**src/rtl/lcd_init_pkg.sv**
```systemverilog
package lcd_init_pkg;

  // Length of the setup list and the positions that carry the longer waits
  localparam int CMD_COUNT  = 8;
  localparam int IDX_W      = $clog2(CMD_COUNT);
  localparam int SETTLE_POS = 5;
  localparam int CLEAR_POS  = 7;

  // Which of the three bytes of a transaction is presented
  typedef enum logic [1:0] {
    SEL_ADDR = 2'd0,
    SEL_CTRL = 2'd1,
    SEL_CMD  = 2'd2
  } byte_sel_t;

  // Wait class that follows a command
  typedef enum logic [1:0] {
    HOLD_SHORT  = 2'd0,
    HOLD_CLEAR  = 2'd1,
    HOLD_SETTLE = 2'd2
  } hold_kind_t;

  // Strobes from the control FSM to the datapath
  typedef struct packed {
    byte_sel_t sel;
    logic      clrIdx;
    logic      incIdx;
    logic      loadWait;
    logic      decWait;
  } dp_strobe_t;

endpackage

```
**src/rtl/lcd_cmd_rom.sv**
```systemverilog
module lcd_cmd_rom
  import lcd_init_pkg::*;
#(
  parameter bit SUPPLY_5V = 1'b0
) (
  input  logic [IDX_W-1:0] idx,
  output logic [7:0]       cmd,
  output hold_kind_t       holdKind
);

  // The three supply-dependent tuning bytes of the extended table
  logic [7:0] contrastLo;
  logic [7:0] powerIcon;
  logic [7:0] follower;

  generate
    if (SUPPLY_5V) begin : g_supply5v
      assign contrastLo = 8'h79;
      assign powerIcon  = 8'h50;
      assign follower   = 8'h6C;
    end else begin : g_supply3v3
      assign contrastLo = 8'h74;
      assign powerIcon  = 8'h54;
      assign follower   = 8'h6F;
    end
  endgenerate

  always_comb begin
    case (idx)
      3'd0:    cmd = 8'h38;       // 8-bit, two lines, normal table
      3'd1:    cmd = 8'h39;       // same, extended table selected
      3'd2:    cmd = 8'h14;       // oscillator trim
      3'd3:    cmd = contrastLo;
      3'd4:    cmd = powerIcon;
      3'd5:    cmd = follower;
      3'd6:    cmd = 8'h0C;       // display on
      default: cmd = 8'h01;       // clear display
    endcase
  end

  always_comb begin
    if (idx == IDX_W'(SETTLE_POS))     holdKind = HOLD_SETTLE;
    else if (idx == IDX_W'(CLEAR_POS)) holdKind = HOLD_CLEAR;
    else                               holdKind = HOLD_SHORT;
  end

endmodule

```
**src/rtl/lcd_init_dp.sv**
```systemverilog
module lcd_init_dp
  import lcd_init_pkg::*;
#(
  parameter bit          SUPPLY_5V   = 1'b0,
  parameter logic [6:0]  BUS_ADDR    = 7'h3E,
  parameter int unsigned WAIT_SHORT  = 3000,
  parameter int unsigned WAIT_CLEAR  = 160000,
  parameter int unsigned WAIT_SETTLE = 20000000
) (
  input  logic       clk,
  input  logic       rstN,
  input  dp_strobe_t stb,
  output logic [7:0] txByte,
  output logic       lastCmd,
  output logic       waitDone
);

  localparam int unsigned WAIT_MAX_SC = (WAIT_SHORT > WAIT_CLEAR) ? WAIT_SHORT : WAIT_CLEAR;
  localparam int unsigned WAIT_MAX    = (WAIT_MAX_SC > WAIT_SETTLE) ? WAIT_MAX_SC : WAIT_SETTLE;
  localparam int          WAIT_W      = $clog2(WAIT_MAX + 1);
  localparam logic [WAIT_W-1:0] LOAD_SHORT  = WAIT_W'(WAIT_SHORT - 1);
  localparam logic [WAIT_W-1:0] LOAD_CLEAR  = WAIT_W'(WAIT_CLEAR - 1);
  localparam logic [WAIT_W-1:0] LOAD_SETTLE = WAIT_W'(WAIT_SETTLE - 1);

  logic [IDX_W-1:0]  cmdIdx;
  logic [WAIT_W-1:0] waitCnt;
  logic [WAIT_W-1:0] loadVal;
  logic [7:0]        romCmd;
  hold_kind_t        holdKind;

  lcd_cmd_rom #(.SUPPLY_5V(SUPPLY_5V)) u_rom (
    .idx      (cmdIdx),
    .cmd      (romCmd),
    .holdKind (holdKind)
  );

  // Command pointer
  always_ff @(posedge clk or negedge rstN) begin
    if (!rstN)           cmdIdx <= '0;
    else if (stb.clrIdx) cmdIdx <= '0;
    else if (stb.incIdx) cmdIdx <= cmdIdx + 1'b1;
  end

  assign lastCmd = (cmdIdx == IDX_W'(CMD_COUNT - 1));

  // Post-command wait: loaded with length-1, so the wait state lasts exactly the length
  always_comb begin
    case (holdKind)
      HOLD_SETTLE: loadVal = LOAD_SETTLE;
      HOLD_CLEAR:  loadVal = LOAD_CLEAR;
      default:     loadVal = LOAD_SHORT;
    endcase
  end

  always_ff @(posedge clk or negedge rstN) begin
    if (!rstN)                             waitCnt <= '0;
    else if (stb.loadWait)                 waitCnt <= loadVal;
    else if (stb.decWait && waitCnt != 0)  waitCnt <= waitCnt - 1'b1;
  end

  assign waitDone = (waitCnt == '0);

  // Byte selection for the three phases of a transaction
  always_comb begin
    case (stb.sel)
      SEL_ADDR: txByte = {BUS_ADDR, 1'b0};
      SEL_CTRL: txByte = 8'h00;
      default:  txByte = romCmd;
    endcase
  end

  // The controller never advances past the last command
  assert_no_wrap_R3: assert property (@(posedge clk) disable iff (!rstN)
    stb.incIdx |-> !lastCmd);

  // The controller only counts down a live wait
  assert_live_count_R6: assert property (@(posedge clk) disable iff (!rstN)
    stb.decWait |-> !waitDone);

endmodule

```
**src/rtl/lcd_init_ctrl.sv**
```systemverilog
module lcd_init_ctrl
  import lcd_init_pkg::*;
(
  input  logic       clk,
  input  logic       rstN,
  input  logic       runStart,
  input  logic       rspDone,
  input  logic       rspNack,
  input  logic       lastCmd,
  input  logic       waitDone,
  output dp_strobe_t stb,
  output logic       reqValid,
  output logic       reqStart,
  output logic       reqStop,
  output logic       seqDone,
  output logic       seqError
);

  typedef enum logic [2:0] {
    ST_BOOT = 3'd0,
    ST_ADDR = 3'd1,
    ST_CTRL = 3'd2,
    ST_CMD  = 3'd3,
    ST_HOLD = 3'd4,
    ST_DONE = 3'd5,
    ST_FAIL = 3'd6
  } seq_state_t;

  seq_state_t state, stateNext;

  always_ff @(posedge clk or negedge rstN) begin
    if (!rstN) state <= ST_BOOT;
    else       state <= stateNext;
  end

  always_comb begin
    stateNext    = state;
    stb          = '0;
    stb.sel      = SEL_CMD;
    case (state)
      ST_BOOT: begin
        stb.clrIdx = 1'b1;
        stateNext  = ST_ADDR;
      end
      ST_ADDR: begin
        stb.sel = SEL_ADDR;
        if (rspDone) stateNext = rspNack ? ST_FAIL : ST_CTRL;
      end
      ST_CTRL: begin
        stb.sel = SEL_CTRL;
        if (rspDone) stateNext = rspNack ? ST_FAIL : ST_CMD;
      end
      ST_CMD: begin
        if (rspDone) begin
          if (rspNack) begin
            stateNext = ST_FAIL;
          end else begin
            stb.loadWait = 1'b1;
            stateNext    = ST_HOLD;
          end
        end
      end
      ST_HOLD: begin
        if (waitDone) begin
          if (lastCmd) begin
            stateNext = ST_DONE;
          end else begin
            stb.incIdx = 1'b1;
            stateNext  = ST_ADDR;
          end
        end else begin
          stb.decWait = 1'b1;
        end
      end
      ST_DONE, ST_FAIL: begin
        if (runStart) begin
          stb.clrIdx = 1'b1;
          stateNext  = ST_ADDR;
        end
      end
      default: stateNext = ST_BOOT;
    endcase
  end

  assign reqValid = (state == ST_ADDR) || (state == ST_CTRL) || (state == ST_CMD);
  assign reqStart = (state == ST_ADDR);
  assign reqStop  = (state == ST_CMD);
  assign seqDone  = (state == ST_DONE);
  assign seqError = (state == ST_FAIL);

  assert_nack_abort_R10: assert property (@(posedge clk) disable iff (!rstN)
    (reqValid && rspDone && rspNack) |=> (seqError && !reqValid && !seqDone));

  assert_fail_hold_R10: assert property (@(posedge clk) disable iff (!rstN)
    (seqError && !runStart) |=> (seqError && !reqValid));

  assert_done_hold_R7: assert property (@(posedge clk) disable iff (!rstN)
    (seqDone && !runStart) |=> (seqDone && !reqValid));

  assert_restart_R8: assert property (@(posedge clk) disable iff (!rstN)
    ((seqDone || seqError) && runStart) |=> (reqValid && reqStart && !seqDone && !seqError));

  assert_start_ignored_R9: assert property (@(posedge clk) disable iff (!rstN)
    (reqValid && !rspDone && runStart) |=> reqValid);

endmodule

```
**src/rtl/lcd_init_seq.sv**
```systemverilog
module lcd_init_seq
  import lcd_init_pkg::*;
#(
  parameter bit          SUPPLY_5V   = 1'b0,
  parameter logic [6:0]  BUS_ADDR    = 7'h3E,
  parameter int unsigned WAIT_SHORT  = 3000,
  parameter int unsigned WAIT_CLEAR  = 160000,
  parameter int unsigned WAIT_SETTLE = 20000000
) (
  input  logic       clk,
  input  logic       rstN,
  input  logic       runStart,
  output logic       reqValid,
  output logic [7:0] reqByte,
  output logic       reqStart,
  output logic       reqStop,
  input  logic       rspDone,
  input  logic       rspNack,
  output logic       seqDone,
  output logic       seqError
);

  dp_strobe_t stb;
  logic       lastCmd;
  logic       waitDone;

  lcd_init_ctrl u_ctrl (
    .clk      (clk),
    .rstN     (rstN),
    .runStart (runStart),
    .rspDone  (rspDone),
    .rspNack  (rspNack),
    .lastCmd  (lastCmd),
    .waitDone (waitDone),
    .stb      (stb),
    .reqValid (reqValid),
    .reqStart (reqStart),
    .reqStop  (reqStop),
    .seqDone  (seqDone),
    .seqError (seqError)
  );

  lcd_init_dp #(
    .SUPPLY_5V   (SUPPLY_5V),
    .BUS_ADDR    (BUS_ADDR),
    .WAIT_SHORT  (WAIT_SHORT),
    .WAIT_CLEAR  (WAIT_CLEAR),
    .WAIT_SETTLE (WAIT_SETTLE)
  ) u_dp (
    .clk      (clk),
    .rstN     (rstN),
    .stb      (stb),
    .txByte   (reqByte),
    .lastCmd  (lastCmd),
    .waitDone (waitDone)
  );

  assert_req_stable_R5: assert property (@(posedge clk) disable iff (!rstN)
    (reqValid && !rspDone) |=> (reqValid && $stable(reqByte) && $stable(reqStart) && $stable(reqStop)));

  assert_first_addr_R2: assert property (@(posedge clk) disable iff (!rstN)
    $rose(reqValid) |-> (reqStart && reqByte == {BUS_ADDR, 1'b0}));

endmodule

```
**config.mk**
```make
export PLATFORM = sky130hd
export DESIGN_NAME = lcd_init_seq
export DESIGN_NICKNAME = d
export VERILOG_FILES = /design/src/rtl/lcd_init_pkg.sv /design/src/rtl/lcd_cmd_rom.sv /design/src/rtl/lcd_init_dp.sv /design/src/rtl/lcd_init_ctrl.sv /design/src/rtl/lcd_init_seq.sv
export SDC_FILE = /design/constraint.sdc
export NUM_CORES = 1
export LEC_CHECK = 0
export BUFFER_PORTS_ARGS = -buffer_cell sky130_fd_sc_hd__buf_2
export CELL_PAD_IN_SITES_DETAIL_PLACEMENT = 0
export CELL_PAD_IN_SITES_GLOBAL_PLACEMENT = 1
export CORE_ASPECT_RATIO = 1.4
export CORE_UTILIZATION = 43
export CTS_BUF_LIST = sky130_fd_sc_hd__clkbuf_2 sky130_fd_sc_hd__clkbuf_4 sky130_fd_sc_hd__clkbuf_8
export DETAILED_ROUTE_END_ITERATION = 16
export GPL_TIMING_DRIVEN = 1
export PLACE_DENSITY_LB_ADDON = 0.1
export SLEW_MARGIN = 20
export SYNTH_ARGS = -nofsm -noshare
export SYNTH_HDL_FRONTEND = slang
export SYNTH_SLANG_ARGS = --single-unit
export TNS_END_PERCENT = 5
```
**constraint.sdc**
```tcl
create_clock -name clk -period 1.97 [get_ports clk]
set_input_delay 0.0985 -clock clk [delete_from_list [all_inputs] [get_ports clk]]
set_output_delay 0.0985 -clock clk [all_outputs]
set_load 0.1 [all_outputs]
```
==> results.sh <==
export IMPL_status="complete, no violations"
export IMPL_clk_latency_ns=0.28
export IMPL_rows=30
export IMPL_path_buf_inv=1
export IMPL_cpMaxStageDelayCell="dfrtp_2"
export IMPL_synth_area_sq_um=2225
export IMPL_clock_fmax_ghz=0.5139
export IMPL_start_kind="flip-flop"
export IMPL_core_sq_um=4917
export IMPL_grtUsageMet1_pct=26.52
export IMPL_crit_fanout=6
export IMPL_grt_max_degree=32
export IMPL_numPortBuffers=16
export IMPL_ant_nets=0
export IMPL_worstMarginPinSlew_ns=0.7371
export IMPL_place_congestion=0.8368
export IMPL_cts_root_buf="clkbuf_8"
export IMPL_cp_end_kind="flip-flop"
export IMPL_worst_ep_arrival_time_ns=2.15
export IMPL_fin_crit_sh_pct=98.77
export IMPL_cts_sinks=31
export IMPL_clockBufferDepth=2
export IMPL_avgSynthCellArea_sq_um=8.690
export IMPL_place_worst_setup_slack_ns=-0.05782
export IMPL_worst_slack_ns=0.02414
export IMPL_critical_path_max_stage_delay_ns=0.44
export IMPL_dp_hpwl_um=4303
export IMPL_cts_tree="built"
export IMPL_finClkSkew_ns=0.009034
export IMPL_gr_usage_met3_pct=2.487
export IMPL_drv_cap=0
export IMPL_setup_viol=0
export IMPL_crit_type="reg -> reg"
export IMPL_mostFrequentLayoutCells="54 x buf_4, 28 x dfrtp_1, 25 x nor2_1, 13 x nand2_1, 13 x a21oi_1"
export IMPL_wl_per_cell_um=15.07
export IMPL_numCtsBuffers=5
export IMPL_die_w_um=62.79
export IMPL_fillers=425
export IMPL_synth_distinct_cells=56
export IMPL_period_minus_slack_ns=1.946
export IMPL_crit_chain="nor4_4 -> buf_4 -> nand4_2 -> a2111o_1 -> or3_1 -> a21oi_2"
export IMPL_grt_usage_pct=23.13
export IMPL_synthArstFlopShare_pct=100.0
export IMPL_top_usage_layer="met2"
export IMPL_first_pass_iters=4
export IMPL_antenna_found_initial=0
export IMPL_grt_pass1_vias=2069
export IMPL_rsz0062_at_grt="yes"
export IMPL_path_delay_family="simple AND/OR/NAND/NOR gates"
export IMPL_maxSlewViolCount=0
export IMPL_synth_nets=269
export IMPL_synth_top_area_cell="dfrtp_1"
export IMPL_diodes=0
export IMPL_final_common_cell="buf_4"
export IMPL_grt_pass1_wl_um=9784
export IMPL_irDropWorstVdd_v=0.0008371
export IMPL_synth_edf_count=0
export IMPL_finish_instance_area_sq_um=3113
export IMPL_drive_above_1_share_pct=38.75
export IMPL_io_pin_count=18
export IMPL_avgViaCountPerCell=5.664
export IMPL_nets=334
export IMPL_met2_usage_pct=43.38
export IMPL_ys_flop_type="dfrtp_1"
export IMPL_drc=0
export IMPL_final_hold_viol_count=0
export IMPL_die_h_um=87.11
export IMPL_area_delta_synth_final_pct=39.93
export IMPL_dpl_instance_area_sq_um=2870
export IMPL_routed_via_count=2175
export IMPL_cp_data_required_time_ns=2.18
export IMPL_p_leak_uw=0.001311
export IMPL_synth_area_leaders="dfrtp_1 35%, nor2_1 5.1%, ha_1 4.5%, a21oi_1 4.0%, o31ai_1 3.0%"
export IMPL_relSlewSlack_pct=50.86
export IMPL_yosysTopAreaCellShare_pct=34.87
export IMPL_syn_instance_count=256
export IMPL_finalWirelength_um=5785
export IMPL_synth_warnings=0
export IMPL_ys_seq_area_share_pct=34.87
export IMPL_holdCritPathClass="in -> reg"
export IMPL_clk_pin_slew_ns=0.06
export IMPL_synth_seq_cells=31
export IMPL_initial_utilization_pct=45.24
export IMPL_drt_first_iter_violations=102
export IMPL_setup_tns_ns=0
export IMPL_htree_levels=2
export IMPL_die_area_sq_um=5469
export IMPL_overflow=0
export IMPL_cellPowerDensity_nw_per_um2=1387
-- registers in the layout (all words and copies together), names as in the netlist --
name          count
u_dp.waitCnt     25
u_ctrl.state      3
u_dp.cmdIdx       3
-- Yosys cell counts (3+ instances only) --
master	instances
clkbuf_1	10
nand3_1	7
a31oi_1	5
a211oi_1	5
and2_1	3
a21oi_1	18
o21a_1	4
nor4_1	5
mux2i_1	4
and3_1	3
inv_1	10
ha_1	8
dfrtp_1	31
nand2_1	13
nor4_4	3
o21ai_0	12
or4_1	8
nor2b_1	5
nor2_1	30
or3_1	6
o31ai_1	9
nor3_1	11
-- per-layer routing --
| metal | vias to the layer above | wire, um | share of wire, % |
|---|---|---|---|
| met5 | - | 0 | 0 |
| met4 | 0 | 100 | 1.7 |
| met3 | 6 | 88 | 1.5 |
| met2 | 24 | 3139 | 54 |
| met1 | 1060 | 2457 | 42 |
| li1 | 1085 | - | - |
-- final timing paths --
path / end / start / slack (ns) / cells after the start
max reg2reg: u_dp.waitCnt[23] / u_dp.waitCnt[3] / 0.02 / 6
min: u_ctrl.state[1] / runStart / 0.13 / 3
min in group asynchronous: u_dp.waitCnt[4] / rstN / 0.42 / 2
max in group asynchronous: u_dp.cmdIdx[0] / rstN / 1.02 / 2
max: u_dp.waitCnt[23] / u_dp.waitCnt[3] / 0.02 / 6
min reg2reg: u_dp.waitCnt[24] / u_dp.waitCnt[24] / 0.56 / 2
-- area by class of cell --
class / instances / area (sq um) / area share, %
Sequential cell: 31 / 779.5 / 25.04
Multi-Input combinational cell: 199 / 1466 / 47.11
Inverter: 10 / 37.54 / 1.206
Timing Repair Buffer: 74 / 673.1 / 21.62
Clock buffer: 6 / 76.32 / 2.452
Tap cell: 64 / 80.08 / 2.572
-- per-stage QoR --
stage | instances | hold WS, ns | util (%) | total power (uW)
final | 384 | 0.1263 | 63.31 | 4316
after global routing | 384 | 0.1397 | 63.31 | 4552
after CTS | 381 | 0.1153 | 60.56 | 4204
after detailed placement | 374 | 0.1968 | 58.37 | 3719
after global placement | 374 | 0.1913 | 58.37 | 3698
after floorplan | 256 | -0.1971 | - | 2720
-- worst reg2reg max path: cells and delay by family (launching register included) --
family	cells	cell delay [ns]
flip-flops	1	0.44
AND/OR/NAND/NOR	3	0.79
AO/OA/AOI/OAI	2	0.46
buffers and inverters	1	0.18
-- power by group --
part	switching (uW)	leakage [uW]	internal [uW]
clock	226	0.0000406	249
sequential	158	0.000364	795
combinational	1770	0.000906	1120
total	2150	0.00131	2160
-- cell families after synthesis --
kind of cell | Yosys count | share of synthesized area (%)
AO/OA/AOI/OAI | 75 | 22.61
XOR/XNOR | 2 | 0.7875
adder cells (fa/ha/maj) | 9 | 4.950
buffers and inverters | 26 | 5.906
flip-flops | 31 | 34.87
multiplexers | 4 | 1.800
other | 1 | 0.1686
AND/OR/NAND/NOR | 108 | 28.91
-- what timing repair did --
action                     in CTS  in global routing
resized for setup               5                 27
hold buffers                    1                  0
setup endpoints to repair       8                 29
setup buffers                   0                  3
hold endpoints to repair       31                  0
pin swaps                       1                  9
gates cloned                    0                  0
No activity file was read; power rests on OpenSTA's default activity.
